**src/rtl/tmr_pixfit_pkg.sv**
```systemverilog
package tmr_pixfit_pkg;
   localparam int unsigned STAGES = 3;

   typedef struct packed {
      logic disagree;
      logic no_major;
   } pix_flag_t;

   function automatic logic [63:0] abs_gap(input logic [63:0] x, input logic [63:0] y);
      return (x >= y) ? (x - y) : (y - x);
   endfunction
endpackage

```
**src/rtl/pix_majority.sv**
```systemverilog
module pix_majority
   import tmr_pixfit_pkg::*;
#(
   parameter int unsigned PIX_W    = 8,
   parameter int unsigned PIX_PIPE = 1
) (
   input  logic             clk,
   input  logic             rst_n,
   input  logic [PIX_W-1:0] in0,
   input  logic [PIX_W-1:0] in1,
   input  logic [PIX_W-1:0] in2,
   input  logic             in_valid,
   input  logic             vote_en,
   output logic [PIX_W-1:0] out_pix,
   output logic             out_valid,
   output pix_flag_t        out_flag
);
   if (PIX_W < 1)   $error("PIX_W must be at least 1");
   if (PIX_PIPE > 1) $error("PIX_PIPE must be 0 or 1");

   logic             eq01, eq02, eq12;
   logic [PIX_W-1:0] pick;
   pix_flag_t        flag_c;

   always_comb begin
      eq01 = (in0 == in1);
      eq02 = (in0 == in2);
      eq12 = (in1 == in2);
      pick = in0;
      flag_c = '0;
      if (vote_en) begin
         if (!eq01 && !eq02 && eq12) pick = in1;
         flag_c.disagree = in_valid && !(eq01 && eq02);
         flag_c.no_major = in_valid && !(eq01 || eq02 || eq12);
      end
   end

   if (PIX_PIPE == 1) begin : g_pipe
      always_ff @(posedge clk or negedge rst_n) begin
         if (!rst_n) begin
            out_pix   <= '0;
            out_valid <= 1'b0;
            out_flag  <= '0;
         end else begin
            out_valid <= in_valid;
            out_flag  <= flag_c;
            if (in_valid) out_pix <= pick;
         end
      end

      p_valid_delay_r1: assert property (@(posedge clk) disable iff (!rst_n)
         out_valid == $past(in_valid));
      p_pair_wins_r1: assert property (@(posedge clk) disable iff (!rst_n)
         (in_valid && vote_en && in1 == in2) |=> out_pix == $past(in1));
      p_bypass_r4: assert property (@(posedge clk) disable iff (!rst_n)
         (in_valid && !vote_en) |=> (out_pix == $past(in0) && !out_flag.disagree && !out_flag.no_major));
      p_nomaj_implies_dis_r2: assert property (@(posedge clk) disable iff (!rst_n)
         out_flag.no_major |-> (out_flag.disagree && out_valid));
   end else begin : g_comb
      assign out_pix   = pick;
      assign out_valid = in_valid;
      assign out_flag  = flag_c;
   end
endmodule

```
**src/rtl/fit_judge.sv**
```systemverilog
module fit_judge
   import tmr_pixfit_pkg::*;
#(
   parameter int unsigned FIT_W = 32
) (
   input  logic             clk,
   input  logic             rst_n,
   input  logic [FIT_W-1:0] fit0,
   input  logic [FIT_W-1:0] fit1,
   input  logic [FIT_W-1:0] fit2,
   input  logic [FIT_W-1:0] tol,
   input  logic             judge,
   input  logic             clear,
   output logic [STAGES-1:0] stage_flag,
   output logic             multi_flag,
   output logic             first_pulse
);
   if (FIT_W < 2 || FIT_W > 64) $error("FIT_W must lie in 2..64");

   logic [FIT_W-1:0]  fv [STAGES];
   logic [STAGES-1:0] opp_agree;
   logic [STAGES-1:0] lone;
   logic              none_agree;

   assign fv[0] = fit0;
   assign fv[1] = fit1;
   assign fv[2] = fit2;

   for (genvar k = 0; k < STAGES; k++) begin : g_stage
      localparam int unsigned NA = (k + 1) % STAGES;
      localparam int unsigned NB = (k + 2) % STAGES;
      assign opp_agree[k] = abs_gap(64'(fv[NA]), 64'(fv[NB])) <= 64'(tol);
      assign lone[k] = opp_agree[k] && !opp_agree[NA] && !opp_agree[NB];
   end

   assign none_agree = (opp_agree == '0);

   logic [STAGES-1:0] base_stage, new_stage;
   logic              base_multi, new_multi, hit;

   always_comb begin
      base_stage = clear ? '0 : stage_flag;
      base_multi = clear ? 1'b0 : multi_flag;
      new_stage  = judge ? lone : '0;
      new_multi  = judge && none_agree;
      hit        = (new_stage != '0) || new_multi;
   end

   always_ff @(posedge clk or negedge rst_n) begin
      if (!rst_n) begin
         stage_flag  <= '0;
         multi_flag  <= 1'b0;
         first_pulse <= 1'b0;
      end else begin
         stage_flag  <= base_stage | new_stage;
         multi_flag  <= base_multi | new_multi;
         first_pulse <= hit && (base_stage == '0) && !base_multi;
      end
   end

   p_hold_r5: assert property (@(posedge clk) disable iff (!rst_n)
      (!judge && !clear) |=> ($stable(stage_flag) && $stable(multi_flag)));
   p_sticky_r9: assert property (@(posedge clk) disable iff (!rst_n)
      !clear |=> ((stage_flag & $past(stage_flag)) == $past(stage_flag)) && (multi_flag || !$past(multi_flag)));
   p_pulse_needs_judge_r10: assert property (@(posedge clk) disable iff (!rst_n)
      first_pulse |-> $past(judge));
   p_pulse_first_r10: assert property (@(posedge clk) disable iff (!rst_n)
      first_pulse |-> ($past(clear) || ($past(stage_flag) == '0 && !$past(multi_flag))));
   p_single_lone_r6: assert property (@(posedge clk) disable iff (!rst_n)
      $onehot0(lone));
endmodule

```
**src/rtl/tmr_pixfit_voter.sv**
```systemverilog
module tmr_pixfit_voter
   import tmr_pixfit_pkg::*;
#(
   parameter int unsigned PIX_W    = 8,
   parameter int unsigned FIT_W    = 32,
   parameter int unsigned PIX_PIPE = 1
) (
   input  logic             clk,
   input  logic             rst_n,
   input  logic [PIX_W-1:0] pix_s0,
   input  logic [PIX_W-1:0] pix_s1,
   input  logic [PIX_W-1:0] pix_s2,
   input  logic             pix_valid,
   input  logic             pix_vote_en,
   input  logic [FIT_W-1:0] fit_s0,
   input  logic [FIT_W-1:0] fit_s1,
   input  logic [FIT_W-1:0] fit_s2,
   input  logic             frame_done,
   input  logic [FIT_W-1:0] fit_tol,
   input  logic             fault_clear,
   output logic [PIX_W-1:0] vote_pix,
   output logic             vote_valid,
   output logic             pix_disagree,
   output logic             pix_no_major,
   output logic [2:0]       stage_fault,
   output logic             multi_fault,
   output logic             fault_pulse
);
   pix_flag_t pflag;

   pix_majority #(.PIX_W(PIX_W), .PIX_PIPE(PIX_PIPE)) u_pix (
      .clk(clk), .rst_n(rst_n),
      .in0(pix_s0), .in1(pix_s1), .in2(pix_s2),
      .in_valid(pix_valid), .vote_en(pix_vote_en),
      .out_pix(vote_pix), .out_valid(vote_valid), .out_flag(pflag)
   );

   assign pix_disagree = pflag.disagree;
   assign pix_no_major = pflag.no_major;

   fit_judge #(.FIT_W(FIT_W)) u_fit (
      .clk(clk), .rst_n(rst_n),
      .fit0(fit_s0), .fit1(fit_s1), .fit2(fit_s2),
      .tol(fit_tol), .judge(frame_done), .clear(fault_clear),
      .stage_flag(stage_fault), .multi_flag(multi_fault), .first_pulse(fault_pulse)
   );
endmodule

```
**config.mk**
```make
export PLATFORM = sky130hd
export DESIGN_NAME = tmr_pixfit_voter
export DESIGN_NICKNAME = d
export VERILOG_FILES = /design/src/rtl/tmr_pixfit_pkg.sv /design/src/rtl/pix_majority.sv /design/src/rtl/fit_judge.sv /design/src/rtl/tmr_pixfit_voter.sv
export SDC_FILE = /design/constraint.sdc
export NUM_CORES = 1
export LEC_CHECK = 0
export ABC_AREA = 1
export BUFFER_PORTS_ARGS = -buffer_cell sky130_fd_sc_hd__buf_2
export CAP_MARGIN = 20
export CORE_MARGIN = 2
export CORE_UTILIZATION = 35
export DETAILED_ROUTE_END_ITERATION = 10
export PLACE_DENSITY = 0.54
export SYNTH_ARGS = -nofsm -noshare
export SYNTH_HDL_FRONTEND = slang
export SYNTH_SLANG_ARGS = --single-unit
```
**constraint.sdc**
```tcl
create_clock -name clk -period 1.2 [get_ports clk]
set_input_delay 0.06 -clock clk [delete_from_list [all_inputs] [get_ports clk]]
set_output_delay 0.06 -clock clk [all_outputs]
set_load 0.005 [all_outputs]
```
# --- After elaboration in Yosys (flattened, before gate mapping) ---
# Index checks and enable logic that the tools add are counted.
word_totals:
  ff_bits: 16
  output_inout_bits: 16
op_classes:
  add_sub_neg: 6
  n_lt_le_gt_ge: 6
  n_eq_ne: 3
  n_mux: 9
  n_bitwise: 2
  n_reduce_logical: 28
op_table:
  columns: ["cell", "n"]
  rows:
  - ["32-bit by 32-bit subtractor with 33-bit output", 6]
  - ["64-bit by 32-bit <= comparator with 1-bit output", 3]
  - ["64-bit 2-to-1 mux", 3]
  - ["32-bit >= comparator", 3]
  - ["8-bit equality test", 3]
  - ["8-bit 2-to-1 mux", 2]
  - ["1-bit logical AND", 14]
  - ["1-bit zero test", 8]
  - ["3-bit zero test", 2]
  - ["3-bit 2-to-1 mux", 2]
  - ["1-bit logical OR", 3]
  - ["3-bit OR", 1]
  - ["3-bit nonzero test", 1]
  - ["2-bit 2-to-1 mux", 1]
  - ["1-bit 2-to-1 mux", 1]
  - ["1-bit OR", 1]

# --- Longest topological paths before layout ---
# Gate-level depths: netlist of run 1.
logic_depth:
  word_depth: 11
  mapped_depth: 37
  mapped_depth_nobuf: 36

# --- Modules after synthesis ---
# Synthesis of run 1 repeated with hierarchy kept, for this count alone.
unflattened:
  hier_cells: 2761
  hier_area_um2: 15498.6
modules_own_cells:
  columns: ["module", "instances", "cells_per_inst", "area_each_um2", "seq_area_each_um2"]
  rows:
  - ["fit_judge", 1, 2595, 14547.7, 125.1]
  - ["pix_majority", 1, 166, 950.9, 275.3]

# --- Least setup slack after synthesis of run 1 ---
# OpenSTA, ideal clock, no wires.
synth_timing:
  path_type: "input to register"
  from: "input fit_s1[7]"
  to: "register u_fit.first_pulse"
  setup_time_ps: 113
  arrival_time_ps: 3087
  t_required_ps: 1087
  path_slack_ps: -1999
  cell_stages: 30
  cell_sequence: "inv_1 > ha_1 > nand2_2 > inv_1 > a21oi_1 > nand2_1 > nand2_1 > nand2_1 > nand2_2 > nand2_4 > inv_2 > buf_2 > nand2_1 > nand2_1 > xnor2_1 > inv_1 > ha_1 > nand2_1 > nor2_1 > nand2_1 > nor4_1 > nand3b_1 > nand2_1 > nand2_1 > nor2_1 > nor2_1 > nand2_1 > nand3_1 > nand2_1 > inv_1"
synth_via:
  elab_chain_len: 11
synth_lines:
  columns: ["item", "line", "rtl"]
  rows:
  - ["start: declaration", "tmr_pixfit_voter.sv:16", "input logic [FIT_W-1:0] fit_s1,"]
  - ["32-bit by 32-bit subtractor with 33-bit output / 32-bit >= comparator (equally long branches)", "tmr_pixfit_pkg.sv:10", "return (x >= y) ? (x - y) : (y - x);"]
  - ["64-bit 2-to-1 mux", "tmr_pixfit_pkg.sv:10", null]
  - ["64-bit by 32-bit <= comparator with 1-bit output", "fit_judge.sv:32", "assign opp_agree[k] = abs_gap(64'(fv[NA]), 64'(fv[NB])) <= 64'(tol);"]
  - ["1-bit zero test", "fit_judge.sv:33", "assign lone[k] = opp_agree[k] && !opp_agree[NA] && !opp_agree[NB];"]
  - ["1-bit logical AND (2 in series)", "fit_judge.sv:33", null]
  - ["3-bit 2-to-1 mux", "fit_judge.sv:44", "new_stage = judge ? lone : '0;"]
  - ["3-bit nonzero test", "fit_judge.sv:46", "hit = (new_stage != '0) || new_multi;"]
  - ["1-bit logical OR (*)", "fit_judge.sv:46", null]
  - ["1-bit logical AND (*) (2 in series)", "fit_judge.sv:57", "first_pulse <= hit && (base_stage == '0) && !base_multi;"]
  - ["end signal: assignment", "fit_judge.sv:57", null]
  - ["end: declaration", "fit_judge.sv:16", "output logic first_pulse"]
# Every way passes the cells marked *; elsewhere a longest branch is shown, timed or not.
# A chain may end at the register's enable or synchronous reset.

# --- Worst setup path in the final report of run 1 ---
layout_timing:
  from: "input fit_s0[10]"
  to: "register u_fit.first_pulse"
layout_via:
  elab_chain_len: 11
layout_lines:
  columns: ["item", "line", "rtl"]
  rows:
  - ["start: declaration", "tmr_pixfit_voter.sv:15", "input logic [FIT_W-1:0] fit_s0,"]
  - ["32-bit by 32-bit subtractor with 33-bit output / 32-bit >= comparator (equally long branches)", "tmr_pixfit_pkg.sv:10", null]
  - ["64-bit 2-to-1 mux", "tmr_pixfit_pkg.sv:10", null]
  - ["64-bit by 32-bit <= comparator with 1-bit output", "fit_judge.sv:32", null]
  - ["1-bit zero test", "fit_judge.sv:33", null]
  - ["1-bit logical AND (2 in series)", "fit_judge.sv:33", null]
  - ["3-bit 2-to-1 mux", "fit_judge.sv:44", null]
  - ["3-bit nonzero test", "fit_judge.sv:46", null]
  - ["1-bit logical OR (*)", "fit_judge.sv:46", null]
  - ["1-bit logical AND (*) (2 in series)", "fit_judge.sv:57", null]
# Marks and branches as above.

==> impl_metrics.xml, run 1 <==
<?xml version="1.0" encoding="UTF-8"?>
<metrics>
  <group name="worst_setup_path">
    <metric name="r2r_cells" unit="">3</metric>
    <metric name="critPathLaunchType" unit="">input pin</metric>
    <metric name="worst_path_most_repeated_cell" unit="">sky130_fd_sc_hd__nand2_2</metric>
    <metric name="critical-path-max-stage-delay" unit="ps">300</metric>
    <metric name="timing.critical_path.buf_inv" unit="">9</metric>
    <metric name="worst-endpoint-required" unit="ps">1340</metric>
    <metric name="cp_slowest_cell" unit="">sky130_fd_sc_hd__ha_4</metric>
    <metric name="critPathArrivalTime" unit="ps">3770</metric>
    <metric name="worstSetupPathType" unit="">input pin to flip-flop</metric>
    <metric name="cp_max_fo" unit="">10</metric>
    <metric name="critical-path-top-delay-family" unit="">simple AND/OR/NAND/NOR gates</metric>
    <metric name="worst-path-stages" unit="">32</metric>
    <metric name="critPathCaptureType" unit="">flip-flop</metric>
  </group>
  <group name="clock_network">
    <metric name="cts-htree-levels" unit="">1</metric>
    <metric name="cts.path.max_buffers" unit="">2</metric>
    <metric name="tritoncts" unit="">yes</metric>
    <metric name="cts_sinks" unit="">16</metric>
    <metric name="cts_made_buffers" unit="">3</metric>
    <metric name="cts.reportedPaths.clkPinSlew" unit="ps">50</metric>
    <metric name="worst_skew_pair.late_latency" unit="ps">240</metric>
    <metric name="root_buffer" unit="">sky130_fd_sc_hd__clkbuf_16</metric>
  </group>
  <group name="synth">
    <metric name="yosys.area_share.simple" unit="">0.3352</metric>
    <metric name="synth_compound_gate_area_share" unit="">0.1897</metric>
    <metric name="synthDistinctLibCells" unit="">59</metric>
    <metric name="async_reset_ff_frac" unit="">1.000</metric>
    <metric name="postSynth.topFlopCell" unit="">sky130_fd_sc_hd__dfrtp_1</metric>
    <metric name="postSynthRegisterBits" unit="">16</metric>
    <metric name="ys_seq_area_frac" unit="">0.02630</metric>
    <metric name="synth_top_family_by_area" unit="">simple AND/OR/NAND/NOR gates</metric>
    <metric name="yosys.area_share.xor_xnor" unit="">0.06097</metric>
    <metric name="synth-edff-count" unit="">0</metric>
    <metric name="synthesis.yosys.warnings" unit="">0</metric>
    <metric name="post_synthesis_share_of_cell_area_spent_on_full_adders_half_adders_and_majority_gates" unit="">0.2446</metric>
    <metric name="postSynthNetCount" unit="">3174</metric>
    <metric name="mappedNetlistArea" unit="um2">15230</metric>
    <metric name="synth.mux.area_fraction" unit="">0.007889</metric>
    <metric name="postSynthCellCount" unit="">2722</metric>
    <metric name="synth.avg_cell_area" unit="um2">5.594</metric>
  </group>
  <group name="outcome">
    <metric name="failing_checks" unit="">setup timing</metric>
    <metric name="status" unit="">complete, but fails checks</metric>
  </group>
  <group name="routing">
    <metric name="route.detailed.drc" unit="">0</metric>
    <metric name="drt_pass1_iterations" unit="">6</metric>
    <metric name="route.vias.total" unit="">22260</metric>
    <metric name="antenna_left" unit="">0</metric>
    <metric name="drt_initial_violations" unit="">1505</metric>
    <metric name="drt_via_density" unit="">5.007</metric>
    <metric name="route.final.wire_length" unit="um">82860</metric>
    <metric name="route.detailed.wl_per_inst" unit="um">18.64</metric>
  </group>
  <group name="hold_path">
    <metric name="hold_path_depth" unit="">3</metric>
    <metric name="hold_class" unit="">input pin to flip-flop</metric>
  </group>
  <group name="floorplan">
    <metric name="ios" unit="">174</metric>
    <metric name="initial_core_util" unit="">0.3542</metric>
    <metric name="chipWidth" unit="um">212.6</metric>
    <metric name="design.die.area" unit="um2">45190</metric>
    <metric name="chipHeight" unit="um">212.6</metric>
    <metric name="num_rows" unit="">76</metric>
    <metric name="core_area" unit="um2">42980</metric>
  </group>
  <group name="sta">
    <metric name="timing.final.ws_setup" unit="ps">-2437</metric>
    <metric name="timing.hold.ws" unit="ps">93.33</metric>
    <metric name="count_of_final_setup_violators" unit="">13</metric>
    <metric name="rsz0062_at_grt" unit="">yes</metric>
    <metric name="max_slew_margin" unit="">0.6696</metric>
    <metric name="finalMaxSlewViolations" unit="">0</metric>
    <metric name="max_freq" unit="GHz">0.2750</metric>
    <metric name="hold_fails_final_rpt" unit="">0</metric>
    <metric name="min_period_over_period" unit="">3.031</metric>
    <metric name="worst_pin_slew" unit="ps">490.5</metric>
    <metric name="final.min_clock_period" unit="ps">3637</metric>
    <metric name="final_clock_skew" unit="ps">0.7054</metric>
  </group>
  <group name="layout">
    <metric name="most-common-layout-cells" unit="">sky130_fd_sc_hd__buf_4 (948), sky130_fd_sc_hd__nand2_1 (697), sky130_fd_sc_hd__inv_1 (432)</metric>
    <metric name="fraction_of_final_layout_cells_sized_beyond_drive_strength_1" unit="">0.4737</metric>
    <metric name="layout.filler_cells" unit="">3965</metric>
    <metric name="syn2layout_area_growth" unit="%">86.70</metric>
    <metric name="antenna-diode-count" unit="">0</metric>
    <metric name="layout.cells.most_common" unit="">sky130_fd_sc_hd__buf_4</metric>
    <metric name="fin_nets" unit="">4314</metric>
  </group>
  <group name="placed_design">
    <metric name="place_ws" unit="ps">-3327</metric>
    <metric name="routabilityCongestion" unit="">1.110</metric>
    <metric name="numPortBuffers" unit="">173</metric>
    <metric name="dpl.hpwl" unit="um">71850</metric>
  </group>
  <group name="grt">
    <metric name="first_pass_grt_wire_length" unit="um">120100</metric>
    <metric name="grt_start_max_net_pins" unit="">21</metric>
    <metric name="number_of_global_route_vias_before_repair" unit="">22062</metric>
    <metric name="global_route.overflow_total" unit="">0</metric>
    <metric name="grt_usage" unit="">0.3503</metric>
    <metric name="antenna_found_initial" unit="">1</metric>
  </group>
  <group name="power">
    <metric name="power.leakage" unit="nW">15.05</metric>
    <metric name="power_density" unit="nW/um2">683.2</metric>
    <metric name="ir_worst_vdd" unit="mV">0.6264</metric>
    <metric name="totalPowerFinal" unit="mW">19.42</metric>
  </group>
  <group name="job">
    <metric name="max_cap_violations" unit="">0</metric>
  </group>
</metrics>
[report_power, final]
| part | internal, mW | leakage [nW] | switching, mW |
|---|---|---|---|
| Sequential | 0.624 | 0.200 | 0.0489 |
| Combinational | 8.57 | 14.8 | 9.46 |
| Clock | 0.506 | 0.0442 | 0.209 |
[worst paths after layout]
path | startpoint | to | slack [ps]
max | fit_s0[10] | u_fit.first_pulse$_DFF_PN0_ | -2440
max in group asynchronous | rst_n | u_pix.out_pix[0]$_DFFE_PN0P_ | 690
min in group asynchronous | rst_n | u_pix.out_flag[0]$_DFF_PN0_ | 250
min | pix_vote_en | u_pix.out_flag[0]$_DFF_PN0_ | 90
max reg2reg | u_fit.stage_flag[0]$_DFF_PN0_ | u_fit.first_pulse$_DFF_PN0_ | 210
min reg2reg | u_pix.out_pix[1]$_DFFE_PN0P_ | u_pix.out_pix[1]$_DFFE_PN0P_ | 530
[what timing repair did]
item | in CTS | in global routing
endpoints found under the hold margin | 16 | 0
setup buffers | 59 | 35
hold buffers | 1 | 0
cloned | 4 | 2
gates resized for setup | 377 | 348
pin swaps | 146 | 159
endpoints found under the setup margin | 13 | 13
[worst reg2reg max path: cells and delay by family, from the launching register on]
kind | cells | cell delay [ps]
AOI/OAI and AO/OA | 1 | 380
buffers and inverters | 1 | 60
DFF | 1 | 390
and+or+nand+nor | 1 | 100
[area by class of cell]
class / instances / area (um2) / share of cell area
multi-input combinational: 2184 / 16310 / 0.5739
timing repair buffer: 1152 / 8887 / 0.3126
inverter: 504 / 1996 / 0.07020
tap: 585 / 732.0 / 0.02575
sequential: 16 / 400.4 / 0.01408
clock buffer: 4 / 88.84 / 0.003125
timing repair inverter: 1 / 8.758 / 0.0003081
[metal layers]
metal / share of wire / track usage / routed length, um / up-vias
met2: 0.46 / 0.5929 / 37770 / 752
met5: 0 / 0 / 0 / -
met4: 0.043 / 0.1280 / 3528 / 0
met1: 0.44 / 0.4639 / 36690 / 10430
met3: 0.059 / 0.02792 / 4868 / 169
li1: - / - / - / 10909
[stage by stage]
step | cell area [um2] | utilization | cells | TNS [ps]
floorplan | 16650 | - | 2722 | -8947
global placement | 24880 | 0.5787 | 4345 | -18020
detailed placement | 24880 | 0.5787 | 4345 | -19080
CTS | 26780 | 0.6230 | 4410 | -12260
global route | 28430 | 0.6614 | 4446 | -14450
finish | 28430 | 0.6614 | 4446 | -12980
[flip-flops by register name, summed over array words and instances, names as in the netlist]
| signal | cells |
|---|---|
| u_pix.out_flag | 2 |
| u_pix.out_pix | 8 |
| u_fit.multi_flag | 1 |
| u_fit.first_pulse | 1 |
| u_fit.stage_flag | 3 |
| u_pix.out_valid | 1 |
[cells by family (layout without fill, tap and decap cells)]
group,Yosys count,count (layout)
and+or+nand+nor,1254,1256
buffers and inverters,524,1661
AOI/OAI and AO/OA,516,516
adders and majority gates,294,294
xor gates and xnor gates,106,106
DFF,16,16
muxes,12,12
[Yosys cell counts, types with 17 or more instances]
master	instances	area, um2
sky130_fd_sc_hd__nor2_2	18	112.6
sky130_fd_sc_hd__ha_1	288	3603
sky130_fd_sc_hd__xor2_1	60	525.5
sky130_fd_sc_hd__xnor2_1	46	402.9
sky130_fd_sc_hd__o21bai_1	35	262.8
sky130_fd_sc_hd__nand2_1	835	3134
sky130_fd_sc_hd__a21oi_1	270	1351
sky130_fd_sc_hd__nor3_1	23	115.1
sky130_fd_sc_hd__nand3_1	71	355.3
sky130_fd_sc_hd__nor2_1	243	912.1
sky130_fd_sc_hd__o21ai_1	18	90.09
sky130_fd_sc_hd__inv_1	496	1862
sky130_fd_sc_hd__nand4_1	17	106.4
sky130_fd_sc_hd__o21ai_0	114	570.6
Note: power is estimated with default switching activity, not from simulation.
==> run 2: changes to the inputs <==
--- a/config.mk
+++ b/config.mk
@@ -11,7 +11,7 @@
 export CORE_MARGIN = 2
 export CORE_UTILIZATION = 35
 export DETAILED_ROUTE_END_ITERATION = 10
-export PLACE_DENSITY = 0.54
+export PLACE_DENSITY = 0.51
 export SYNTH_ARGS = -nofsm -noshare
 export SYNTH_HDL_FRONTEND = slang
 export SYNTH_SLANG_ARGS = --single-unit
==> impl_metrics.xml, run 2 (synthesis results as in run 1) <==
<?xml version="1.0" encoding="UTF-8"?>
<metrics>
  <group name="sta">
    <metric name="min_period_over_period" unit="">3.053</metric>
    <metric name="final_clock_skew" unit="ps">0.1879</metric>
    <metric name="max_slew_margin" unit="">0.6195</metric>
    <metric name="max_freq" unit="GHz">0.2730</metric>
    <metric name="hold_fails_final_rpt" unit="">0</metric>
    <metric name="rsz0062_at_grt" unit="">yes</metric>
    <metric name="finalMaxSlewViolations" unit="">0</metric>
    <metric name="final.min_clock_period" unit="ps">3663</metric>
    <metric name="count_of_final_setup_violators" unit="">13</metric>
    <metric name="final.setup.tns" unit="ps">-12800</metric>
    <metric name="timing.final.ws_setup" unit="ps">-2463</metric>
    <metric name="worst_pin_slew" unit="ps">564.8</metric>
  </group>
  <group name="layout">
    <metric name="syn2layout_area_growth" unit="%">88.79</metric>
    <metric name="layout.cells.most_common" unit="">sky130_fd_sc_hd__buf_4</metric>
    <metric name="fin_nets" unit="">4365</metric>
    <metric name="most-common-layout-cells" unit="">sky130_fd_sc_hd__buf_4 (983), sky130_fd_sc_hd__nand2_1 (675), sky130_fd_sc_hd__inv_1 (438)</metric>
    <metric name="antenna-diode-count" unit="">0</metric>
    <metric name="finalNonFillerCells" unit="">4497</metric>
    <metric name="fraction_of_final_layout_cells_sized_beyond_drive_strength_1" unit="">0.4744</metric>
    <metric name="registers_with_the_most_flip_flops" unit="">u_pix.out_pix: 8 flops, u_fit.stage_flag: 3 flops, u_pix.out_flag: 2 flops</metric>
    <metric name="largest_reg_flops" unit="">8</metric>
    <metric name="top_register" unit="">u_pix.out_pix</metric>
  </group>
  <group name="hold_path">
    <metric name="hold_path.startpoint" unit="">pix_vote_en</metric>
    <metric name="hold_class" unit="">input pin to flip-flop</metric>
    <metric name="min_delay_worst_endpoint" unit="">u_pix.out_flag[1]$_DFF_PN0_</metric>
    <metric name="hold_path_depth" unit="">3</metric>
  </group>
  <group name="worst_setup_path">
    <metric name="critical-path-max-stage-delay" unit="ps">330</metric>
    <metric name="worst_path_most_repeated_cell" unit="">sky130_fd_sc_hd__nand2_4</metric>
    <metric name="r2r-end" unit="">u_fit.first_pulse$_DFF_PN0_</metric>
    <metric name="worst_r2r_startpoint" unit="">u_fit.stage_flag[0]$_DFF_PN0_</metric>
    <metric name="r2r_cells" unit="">3</metric>
    <metric name="critPathArrivalTime" unit="ps">3800</metric>
    <metric name="critPathCaptureType" unit="">flip-flop</metric>
    <metric name="rrSetupSlack" unit="ps">160</metric>
    <metric name="worstSetupPathType" unit="">input pin to flip-flop</metric>
    <metric name="worst-endpoint-required" unit="ps">1340</metric>
    <metric name="cp_max_fo" unit="">6</metric>
    <metric name="critPathLaunchType" unit="">input pin</metric>
    <metric name="cp_slowest_cell" unit="">sky130_fd_sc_hd__ha_4</metric>
  </group>
  <group name="routing">
    <metric name="route.final.wire_length" unit="um">83760</metric>
    <metric name="drt_pass1_iterations" unit="">5</metric>
    <metric name="route.detailed.drc" unit="">0</metric>
    <metric name="antenna_left" unit="">0</metric>
    <metric name="drt_initial_violations" unit="">1549</metric>
    <metric name="drt_via_density" unit="">5.005</metric>
    <metric name="route.detailed.wl_per_inst" unit="um">18.63</metric>
    <metric name="route.vias.total" unit="">22509</metric>
  </group>
  <group name="placed_design">
    <metric name="dpl.hpwl" unit="um">72750</metric>
    <metric name="numPortBuffers" unit="">173</metric>
    <metric name="routabilityCongestion" unit="">1.084</metric>
    <metric name="place_inst" unit="">4387</metric>
  </group>
  <group name="floorplan">
    <metric name="core_area" unit="um2">42980</metric>
    <metric name="ios" unit="">174</metric>
    <metric name="chipWidth" unit="um">212.6</metric>
    <metric name="initial_core_util" unit="">0.3542</metric>
    <metric name="num_rows" unit="">76</metric>
    <metric name="design.die.area" unit="um2">45190</metric>
    <metric name="chipHeight" unit="um">212.6</metric>
  </group>
  <group name="clock_network">
    <metric name="cts_sinks" unit="">16</metric>
    <metric name="cts.reportedPaths.clkPinSlew" unit="ps">50</metric>
    <metric name="cts-htree-levels" unit="">1</metric>
    <metric name="root_buffer" unit="">sky130_fd_sc_hd__clkbuf_16</metric>
    <metric name="cts_made_buffers" unit="">3</metric>
    <metric name="worst_skew_pair.late_latency" unit="ps">240</metric>
    <metric name="cts.path.max_buffers" unit="">2</metric>
    <metric name="tritoncts" unit="">yes</metric>
  </group>
  <group name="power">
    <metric name="power.leakage" unit="nW">15.39</metric>
    <metric name="ir_worst_vdd" unit="mV">0.7950</metric>
    <metric name="power_density" unit="nW/um2">694.4</metric>
  </group>
  <group name="grt">
    <metric name="number_of_global_route_vias_before_repair" unit="">22389</metric>
    <metric name="grt_usage" unit="">0.3593</metric>
    <metric name="antenna_found_initial" unit="">1</metric>
    <metric name="grt_start_max_net_pins" unit="">19</metric>
    <metric name="first_pass_grt_wire_length" unit="um">122700</metric>
    <metric name="global_route.overflow_total" unit="">0</metric>
  </group>
  <group name="outcome">
    <metric name="status" unit="">complete, but fails checks</metric>
    <metric name="failing_checks" unit="">setup timing</metric>
  </group>
  <group name="job">
    <metric name="max_cap_violations" unit="">0</metric>
  </group>
</metrics>
-- run 2: worst max-delay path: cells and delay by family --
| family | cells | cell delay [ps] |
|---|---|---|
| mux | 1 | 210 |
| fa+ha+maj | 2 | 590 |
| simple gates | 18 | 1810 |
| xor+xnor | 1 | 180 |
| buf+inv | 10 | 900 |
-- run 2: through the flow --
step                instance area, um2  power [mW]  setup WS [ps]  hold slack, ps  utilization
detailed placement               25190       15.92          -3440          -20.01       0.5861
global route                     28750       21.42          -2622           102.5       0.6688
finish                           28750       19.96          -2463           86.84       0.6688
global placement                 25190       15.69          -3559          -24.88       0.5861
CTS                              27620       18.34          -2373           86.14       0.6426
floorplan                        16650       8.468          -1799          -235.6            -
-- run 2: repair_timing --
item / 4_1_cts / 5_1_grt
buffers inserted: 81 / 24
gates cloned: 5 / 0
setup endpoints to repair: 13 / 13
gates resized for setup: 420 / 249
pin swaps: 158 / 155
hold buffers: 1 / 0
hold endpoints to repair: 16 / 0
-- run 2: power breakdown --
| part | total (mW) | switching, mW | internal (mW) |
|---|---|---|---|
| logic | 18.6 | 9.74 | 8.85 |
| clock network | 0.703 | 0.198 | 0.505 |
| registers | 0.671 | 0.0464 | 0.625 |
| total | 20.0 | 9.98 | 9.98 |
-- run 2: worst max-delay path by stage --
| stage | endpoint | cells after the start | startpoint |
|---|---|---|---|
| 3_3_place_gp | u_fit.first_pulse$_DFF_PN0_ | 30 | fit_s0[2] |
| 4_1_cts | u_fit.first_pulse$_DFF_PN0_ | 32 | fit_s1[2] |
| 6_report | u_fit.first_pulse$_DFF_PN0_ | 32 | fit_s0[12] |
| 5_1_grt | u_fit.first_pulse$_DFF_PN0_ | 38 | fit_s1[2] |
| 2_1_floorplan | u_fit.first_pulse$_DFF_PN0_ | 31 | fit_s1[3] |
| 3_5_place_dp | u_fit.first_pulse$_DFF_PN0_ | 30 | fit_s0[2] |
-- run 2: final cells by class --
type | count | area, um2
Clock buffer | 4 | 88.84
Fill cell | 3958 | 14240
Inverter | 504 | 1982
Multi-Input combinational cell | 2184 | 16290
Sequential cell | 16 | 400.4
Tap cell | 585 | 732.0
Timing Repair Buffer | 1203 | 9241
Timing Repair inverter | 1 | 8.758
-- run 2: routing by layer --
| layer | GRT usage | vias up | part of all wire |
|---|---|---|---|
| met5 | 0 | - | 0 |
| met4 | 0.1278 | 0 | 0.042 |
| met3 | 0.02275 | 178 | 0.062 |
| met2 | 0.5960 | 813 | 0.45 |
| met1 | 0.4900 | 10493 | 0.45 |
| li1 | - | 11025 | - |
